$ cat src/rtl/alu16_pkg.sv
package alu16_pkg;
   typedef enum logic [2:0] {
      OP_AND = 3'b000,
      OP_OR  = 3'b001,
      OP_NOT = 3'b010,
      OP_XOR = 3'b011,
      OP_SUB = 3'b100,
      OP_ADD = 3'b101,
      OP_SLT = 3'b110,
      OP_SHL = 3'b111
   } alu_op_e;
endpackage

$ cat src/rtl/alu16_bitwise.sv
module alu16_bitwise #(
   parameter int WIDTH = 16
) (
   input  logic [WIDTH-1:0] a_i,
   input  logic [WIDTH-1:0] b_i,
   output logic [WIDTH-1:0] and_o,
   output logic [WIDTH-1:0] or_o,
   output logic [WIDTH-1:0] not_o,
   output logic [WIDTH-1:0] xor_o
);
   // one gate column per bit; the four functions share nothing
   for (genvar i = 0; i < WIDTH; i++) begin : g_bit
      assign and_o[i] = a_i[i] & b_i[i];
      assign or_o[i]  = a_i[i] | b_i[i];
      assign not_o[i] = ~a_i[i];
      assign xor_o[i] = a_i[i] ^ b_i[i];
   end
endmodule

$ cat src/rtl/alu16_arith.sv
module alu16_arith #(
   parameter int WIDTH = 16
) (
   input  logic [WIDTH-1:0] a_i,
   input  logic [WIDTH-1:0] b_i,
   output logic [WIDTH-1:0] sum_o,
   output logic [WIDTH-1:0] diff_o,
   output logic [WIDTH-1:0] lt_o
);
   localparam int MSB = WIDTH - 1;

   logic ovf;
   logic lt;

   assign sum_o  = a_i + b_i;
   assign diff_o = a_i - b_i;

   // signed less-than from the shared subtractor: sign of the difference,
   // corrected when the subtraction overflowed
   assign ovf = (a_i[MSB] ^ b_i[MSB]) & (a_i[MSB] ^ diff_o[MSB]);
   assign lt  = diff_o[MSB] ^ ovf;

   assign lt_o = {{(WIDTH-1){1'b0}}, lt};
endmodule

$ cat src/rtl/alu16_shifter.sv
module alu16_shifter #(
   parameter int WIDTH   = 16,
   parameter bit BARREL  = 1'b1,
   localparam int SHW    = $clog2(WIDTH)
) (
   input  logic [WIDTH-1:0] a_i,
   input  logic [SHW-1:0]   amt_i,
   output logic [WIDTH-1:0] shl_o
);
   if (BARREL) begin : g_barrel
      logic [WIDTH-1:0] stage [SHW+1];
      assign stage[0] = a_i;
      for (genvar k = 0; k < SHW; k++) begin : g_stage
         assign stage[k+1] = amt_i[k] ? (stage[k] << (1 << k)) : stage[k];
      end
      assign shl_o = stage[SHW];
   end else begin : g_operator
      assign shl_o = a_i << amt_i;
   end
endmodule

$ cat src/rtl/alu16_zero_detect.sv
module alu16_zero_detect #(
   parameter int WIDTH = 16
) (
   input  logic [WIDTH-1:0] value_i,
   output logic             zero_o
);
   logic [WIDTH-1:0] any_set;

   // ripple OR chain written per bit; synthesis rebalances it into a tree
   assign any_set[0] = value_i[0];
   for (genvar i = 1; i < WIDTH; i++) begin : g_or
      assign any_set[i] = any_set[i-1] | value_i[i];
   end
   assign zero_o = ~any_set[WIDTH-1];
endmodule

$ cat src/rtl/alu16_core.sv
module alu16_core #(
   parameter int WIDTH          = 16,
   parameter int OP_W           = 3,
   parameter bit BARREL_SHIFTER = 1'b1
) (
   input  logic [WIDTH-1:0] a_i,
   input  logic [WIDTH-1:0] b_i,
   input  logic [OP_W-1:0]  op_i,
   output logic [WIDTH-1:0] result_o,
   output logic             zero_o
);
   import alu16_pkg::*;

   localparam int SHW = $clog2(WIDTH);

   if (WIDTH < 2) begin : g_bad_width
      $error("alu16_core: WIDTH must be at least 2");
   end
   if (OP_W != 3) begin : g_bad_op
      $error("alu16_core: OP_W must be 3 to match the opcode low bits");
   end
   if ((1 << SHW) != WIDTH) begin : g_bad_pow2
      $error("alu16_core: WIDTH must be a power of two");
   end

   logic [WIDTH-1:0] and_r, or_r, not_r, xor_r;
   logic [WIDTH-1:0] sum_r, diff_r, lt_r, shl_r;
   alu_op_e          op;

   assign op = alu_op_e'(op_i);

   alu16_bitwise #(.WIDTH(WIDTH)) u_bitwise (
      .a_i   (a_i),
      .b_i   (b_i),
      .and_o (and_r),
      .or_o  (or_r),
      .not_o (not_r),
      .xor_o (xor_r)
   );

   alu16_arith #(.WIDTH(WIDTH)) u_arith (
      .a_i    (a_i),
      .b_i    (b_i),
      .sum_o  (sum_r),
      .diff_o (diff_r),
      .lt_o   (lt_r)
   );

   alu16_shifter #(.WIDTH(WIDTH), .BARREL(BARREL_SHIFTER)) u_shifter (
      .a_i   (a_i),
      .amt_i (b_i[SHW-1:0]),
      .shl_o (shl_r)
   );

   always_comb begin
      unique case (op)
         OP_AND:  result_o = and_r;
         OP_OR:   result_o = or_r;
         OP_NOT:  result_o = not_r;
         OP_XOR:  result_o = xor_r;
         OP_SUB:  result_o = diff_r;
         OP_ADD:  result_o = sum_r;
         OP_SLT:  result_o = lt_r;
         OP_SHL:  result_o = shl_r;
         default: result_o = '0;
      endcase
   end

   alu16_zero_detect #(.WIDTH(WIDTH)) u_zero (
      .value_i (result_o),
      .zero_o  (zero_o)
   );
endmodule

$ cat config.mk
export PLATFORM = sky130hd
export DESIGN_NAME = alu16_core
export DESIGN_NICKNAME = d
export VERILOG_FILES = /design/src/rtl/alu16_pkg.sv /design/src/rtl/alu16_bitwise.sv /design/src/rtl/alu16_arith.sv /design/src/rtl/alu16_shifter.sv /design/src/rtl/alu16_zero_detect.sv /design/src/rtl/alu16_core.sv
export SDC_FILE = /design/constraint.sdc
export NUM_CORES = 1
export LEC_CHECK = 0
export BUFFER_PORTS_ARGS = -buffer_cell sky130_fd_sc_hd__clkbuf_2
export CORE_UTILIZATION = 65
export DETAILED_ROUTE_END_ITERATION = 8
export PLACE_DENSITY_LB_ADDON = 0.12
export SYNTH_ARGS = -nofsm -noshare
export SYNTH_HDL_FRONTEND = slang
export SYNTH_SLANG_ARGS = --single-unit
$ cat constraint.sdc
create_clock -name vclk -period 10.61
set_input_delay 1.061 -clock vclk [all_inputs]
set_output_delay 1.061 -clock vclk [all_outputs]
set_load 0.02 [all_outputs]
==> flow_summary.toml, run 1 <==
[synth]
library_cell_with_the_highest_instance_count_after_synthesis = "sky130_fd_sc_hd__inv_1"
synth_top_family_by_area = "compound AO/OA/AOI/OAI gates"
yosys.cell_types.count = 71
synth.top_cells.by_count = "53 x sky130_fd_sc_hd__inv_1, 48 x sky130_fd_sc_hd__ha_1, 42 x sky130_fd_sc_hd__nor2_1, 33 x sky130_fd_sc_hd__nand2_1, 30 x sky130_fd_sc_hd__a21oi_1"
post_synth.cell_area_avg_um2 = 7.212
synth_xor_area_share_pct = 2.606
synth-seq-area-share_pct = 0
yosys_warnings = 0
netlist.area_leader.share_pct = 17.87
syn_area_um2 = 3361
synth_top_area_cell = "sky130_fd_sc_hd__ha_1"
post_synth_fa_ha_maj_area_fraction_pct = 19.66
synth_top_area_cells = "sky130_fd_sc_hd__ha_1 18%, sky130_fd_sc_hd__mux4_2 6.7%, sky130_fd_sc_hd__inv_1 5.9%, sky130_fd_sc_hd__mux2i_1 4.8%, sky130_fd_sc_hd__nor2_1 4.7%"
synth-compound-area-share_pct = 29.49
synth-simple-area-share_pct = 22.23
post_synth_mux_area_share_pct = 15.82
synth.net_count = 552
syn_inst = 466

[run_status]
run_status = "complete, no violations"

[critical_path]
critPathBufInv = 3
critPathLaunchType = "primary input"
critical_path_depth = 20
endpoint_kind = "primary output"
critPathRequiredTime_ns = 9.55
timing.critical_path.slowest_cell_delay_ns = 0.60
worst_ep_arrival_time_ns = 6.02
crit_type = "in -> out"
crit_path_frequent_cell = "sky130_fd_sc_hd__nor2_1"
crit_path_cell_trace = "clkbuf_2 > inv_1 > ha_1 > nor2_1 > o311ai_1 > a211oi_1 > o41ai_1 > o21bai_1 > a21oi_1 > nor2_1 > nor2_1 > fa_1 > a31o_2 > a22oi_1 > a21oi_1 > or4_1 > nor4_2 > o2111ai_1 > nor3_2 > clkbuf_2"
critical-path-top-delay-family = "compound AO/OA/AOI/OAI gates"
timing.critical_path.slowest_stage_cell = "sky130_fd_sc_hd__a211oi_1"
worstPathMaxFanout = 18

[timing]
final_min_period_over_clock_period_pct = 66.75
fin_ws_ns = 3.527
unrepaired_setup_endpoints_after_global_routing = "no"
period_minus_slack_ns = 7.083
worst-slew-pin-transition_ns = 0.9585
slew_headroom_pct = 35.86
report.final.setup_viol = 0
total_negative_setup_slack_ns = 0
fmax_mhz = 141.2
hold_viol = 0
timing.final.max_slew_violations = 0

[hold_path]
worstHoldPathType = "in -> out"
hold-path-cell-count = 3

[global_route]
globalRouteTotalUtil_pct = 41.12
groute.layer.met2.usage_pct = 66.46
via_count_of_the_first_global_routing_pass = 3565
antenna_found_initial = 0
met3_use_gr_pct = 7.270
global_route.overflow_total = 0
global_route.usage.met1_pct = 54.26
grt_pass1_wl_um = 17550
grt_start_max_net_pins = 31
busiest_layer = "met2"

[detailed_routing]
totalWireLength_um = 10880
detail-route-antenna-nets = 0
via_per_inst = 6.998
detailed_route_via_count = 3891
post-route-drc-count = 0
drt_iter0_markers = 491
drt-wirelength-per-cell_um = 19.56
drt_first_pass_iters = 5

[floorplan]
die-area_um2 = 5462
rows = 25
die_h_um = 73.91
initial_core_util_pct = 69.32
die_w_um = 73.91
coreArea_um2 = 4848
num_io_pins = 52

[flow_run]
max_cap_violations = 0

[cells_and_area]
layout_area_growth_over_synthesis_pct = 6.069
final_core_utilization_pct = 73.52
layout.cell_area.non_filler_um2 = 3565
sequential_cell_area_um2 = 0
layout.cells.non_filler = 556
share_of_post_route_cells_with_drive_strength_above_1_pct = 16.16
final.fill_count = 397
final.clkbuf_count = 0
design.seq.count = 0
antenna_diode_count = 0
final_nets = 577

[placement]
dp_cells = 556
finalWeightedCongestion = 0.9864
placement.cell_area_um2 = 3565
place_hpwl_um = 8195
placement.setup.worst_slack_ns = 3.691
io_buffers = 52

[pwr]
power.clock.fraction_pct = 0
comb_power_share_pct = 100.0
total_switching_power_uw = 123.5
ir_drop_mv = 0.03597
total_leakage_power_nw = 1.662
p_sw_share_pct = 61.86
power.internal_uw = 76.17
portion_of_total_power_attributed_to_sequential_cells_pct = 0
cellPowerDensity_nw_per_um2 = 56.03

[cts]
post_cts_resized = 0
cts_hold_buf = 0
post_cts_repair_timing_setup_buffer_count = 0
-- kinds of logic (layout without fill, tap and decap cells) --
family	count (synthesis)	in the layout
fa+ha+maj	51	51
simple gates	145	145
xor+xnor	10	10
mux	36	36
compound gates	141	141
buf+inv	83	106
-- through the flow --
| step | hold slack, ns | total power, mW |
|---|---|---|
| final | 2.728 | 0.1997 |
| after floorplan | 2.411 | 0.1411 |
| after detailed placement | 2.718 | 0.1931 |
| after global routing | 2.752 | 0.2160 |
| after CTS | 2.715 | 0.1942 |
| after global placement | 2.731 | 0.1906 |
-- power groups by stage --
stage          combinational, mW  clock (mW)  sequential (mW)
2_1_floorplan              0.141           0                0
3_3_place_gp               0.191           0                0
3_5_place_dp               0.193           0                0
4_1_cts                    0.194           0                0
5_1_grt                    0.216           0                0
6_report                   0.200           0                0
-- area by class of cell --
type	count	area (um2)	area share, %
Timing Repair Buffer	52	260.3	7.301
Multi-Input combinational cell	383	3018	84.66
Inverter	54	202.7	5.686
Tap cell	67	83.83	2.352
-- placed cells by master, fill, tap and decap left out, types with 3 or more instances in the layout --
cell type,Yosys,final
sky130_fd_sc_hd__xnor2_1,8,8
sky130_fd_sc_hd__or3_1,5,5
sky130_fd_sc_hd__o31ai_1,4,4
sky130_fd_sc_hd__or4_1,4,4
sky130_fd_sc_hd__a211oi_2,3,3
sky130_fd_sc_hd__o211ai_1,6,6
sky130_fd_sc_hd__clkbuf_2,0,52
sky130_fd_sc_hd__o21ai_0,22,22
sky130_fd_sc_hd__o221ai_1,4,4
sky130_fd_sc_hd__fa_1,3,3
sky130_fd_sc_hd__a22o_1,3,3
sky130_fd_sc_hd__o21bai_1,4,4
sky130_fd_sc_hd__nor2_1,42,42
sky130_fd_sc_hd__mux2_2,6,6
sky130_fd_sc_hd__a211oi_1,6,6
sky130_fd_sc_hd__nand2_1,33,33
sky130_fd_sc_hd__nand2b_1,4,4
sky130_fd_sc_hd__nor2b_1,11,11
sky130_fd_sc_hd__and2_1,3,3
sky130_fd_sc_hd__o22ai_1,4,4
sky130_fd_sc_hd__a21o_1,4,4
sky130_fd_sc_hd__nor3_1,13,13
sky130_fd_sc_hd__nand3_1,4,4
sky130_fd_sc_hd__a22oi_1,3,3
sky130_fd_sc_hd__nand3b_1,3,3
sky130_fd_sc_hd__mux2i_1,16,16
sky130_fd_sc_hd__ha_1,48,48
sky130_fd_sc_hd__o311ai_1,3,3
sky130_fd_sc_hd__a31oi_1,9,9
sky130_fd_sc_hd__nor3b_1,3,3
sky130_fd_sc_hd__nor4_1,4,4
sky130_fd_sc_hd__a21oi_1,30,30
sky130_fd_sc_hd__a221oi_1,11,11
sky130_fd_sc_hd__inv_1,53,53
sky130_fd_sc_hd__mux4_2,10,10
-- path summary, 6_finish.rpt --
check,from,endpoint,slack [ns]
worst max-delay path,b_i[1],zero_o,3.53
worst min-delay path,b_i[2],result_o[2],2.73
-- layer usage --
layer / part of all wire, % / up-vias
met1: 40 / 1758
met2: 45 / 304
met3: 12 / 50
met5: 0 / -
li1: - / 1779
met4: 3.1 / 0
(Power assumes the default switching activity.)
==> inputs of run 2 (changes only) <==
CORE_UTILIZATION = 55   (was 65)
clock period = 5.85 ns   (was 10.61 ns; I/O delays follow)
==> flow_summary.toml, run 2 (synthesis results as in run 1) <==
[run_status]
run_status = "complete, no violations"

[cells_and_area]
final.fill_count = 581
design.seq.count = 0
multiInputGateArea_um2 = 3018
sequential_cell_area_um2 = 0
layout.cell_area.non_filler_um2 = 3612
final_core_utilization_pct = 61.01
share_of_post_route_cells_with_drive_strength_above_1_pct = 17.00
final.clkbuf_count = 0
layout_area_growth_over_synthesis_pct = 7.483
layout_commonest_cell = "sky130_fd_sc_hd__inv_1"
final_nets = 582
antenna_diode_count = 0
layout.cells.non_filler = 569
most-common-layout-cells = "53 x sky130_fd_sc_hd__inv_1, 52 x sky130_fd_sc_hd__clkbuf_2, 48 x sky130_fd_sc_hd__ha_1, 42 x sky130_fd_sc_hd__nor2_1, 33 x sky130_fd_sc_hd__nand2_1"

[detailed_routing]
drt-wirelength-per-cell_um = 19.79
detail-route-antenna-nets = 0
drt_iter0_markers = 443
drt_first_pass_iters = 5
post-route-drc-count = 0
detailed_route_via_count = 3890
totalWireLength_um = 11260
via_per_inst = 6.837

[critical_path]
endpoint_kind = "primary output"
timing.critical_path.slowest_stage_cell = "sky130_fd_sc_hd__a211oi_1"
crit_type = "in -> out"
critical-path-top-delay-family = "compound AO/OA/AOI/OAI gates"
critPathLaunchType = "primary input"
critPathRequiredTime_ns = 5.27
critPathBufInv = 3
worstPathMaxFanout = 9
worst_ep_arrival_time_ns = 4.99
crit_path_cell_trace = "clkbuf_2 > clkinv_1 > ha_1 > nand2b_1 > o311ai_1 > a211oi_1 > o41ai_1 > o21bai_1 > a21oi_1 > nor2_1 > nor2_1 > fa_1 > a31o_2 > a22oi_1 > a21oi_1 > or4_1 > nor4_2 > o2111ai_1 > nor3_2 > clkbuf_2"
timing.critical_path.slowest_cell_delay_ns = 0.57

[placement]
finalWeightedCongestion = 0.9806
place_hpwl_um = 8532
placement.cell_area_um2 = 3612
dp_cells = 569
io_buffers = 52

[pwr]
comb_power_share_pct = 100.0
total_leakage_power_nw = 1.686
portion_of_total_power_attributed_to_sequential_cells_pct = 0
p_sw_share_pct = 61.55
power.internal_uw = 140.7
cellPowerDensity_nw_per_um2 = 101.3
total_switching_power_uw = 225.3
ir_drop_mv = 0.05188
power.clock.fraction_pct = 0

[floorplan]
coreArea_um2 = 5921
initial_core_util_pct = 56.76
rows = 28
die_h_um = 80.17
num_io_pins = 52
die-area_um2 = 6427
die_w_um = 80.17

[global_route]
grt_start_max_net_pins = 31
antenna_found_initial = 0
global_route.overflow_total = 0
grt_pass1_wl_um = 17800
via_count_of_the_first_global_routing_pass = 3553
globalRouteTotalUtil_pct = 35.03

[cts]
cts_hold_buf = 0
post_cts_resized = 0
post_cts_repair_timing_setup_buffer_count = 0

[timing]
unrepaired_setup_endpoints_after_global_routing = "no"
fmax_mhz = 179.4
slew_headroom_pct = 31.23
worst-slew-pin-transition_ns = 1.028
worst_hold_slack_ns = 1.784
total_negative_setup_slack_ns = 0
report.final.setup_viol = 0
period_minus_slack_ns = 5.574
hold_viol = 0
final_min_period_over_clock_period_pct = 95.28
timing.final.max_slew_violations = 0

[flow_run]
max_cap_violations = 0

[hold_path]
worstHoldPathType = "in -> out"
## run 2: metal layers
| layer | up-vias | part of all wire, % | track usage [%] |
|---|---|---|---|
| li1 | 1789 | - | - |
| met1 | 1791 | 40 | 44.98 |
| met2 | 257 | 47 | 59.49 |
| met3 | 53 | 9.4 | 5.000 |
| met4 | 0 | 3.8 | 11.79 |
| met5 | - | 0 | 0 |
## run 2: area by class of cell
cell class | instances | area share [%]
multi-input combinational | 383 | 83.55
timing repair buffer | 57 | 8.244
inverter | 54 | 5.611
tap | 75 | 2.598
## run 2: tightest hold or removal path, delay by kind of cell
family	cells	cell delay, ns
buffers and inverters	2	0.24
adder cells (fa/ha/maj)	1	0.19
AO/OA/AOI/OAI	1	0.06
AND/OR/NAND/NOR	1	0.12
## run 2: path summary, 6_finish.rpt
check	startpoint	end	slack, ns	depth (start not counted)
max	b_i[2]	zero_o	0.28	20
min	b_i[14]	result_o[14]	1.78	5
## run 2: power by group through the flow
stage	clock network, mW	registers (mW)	logic, mW
4_1_cts	0	0	0.358
3_3_place_gp	0	0	0.353
3_5_place_dp	0	0	0.356
5_1_grt	0	0	0.395
2_1_floorplan	0	0	0.256
6_report	0	0	0.366
## run 2: per-stage QoR
step	total power, mW	worst slack [ns]
final	0.3660	0.2759
after global routing	0.3953	0.09730
after global placement	0.3529	0.5560
after detailed placement	0.3558	0.3872
after CTS	0.3579	0.3810
after floorplan	0.2558	0.7408
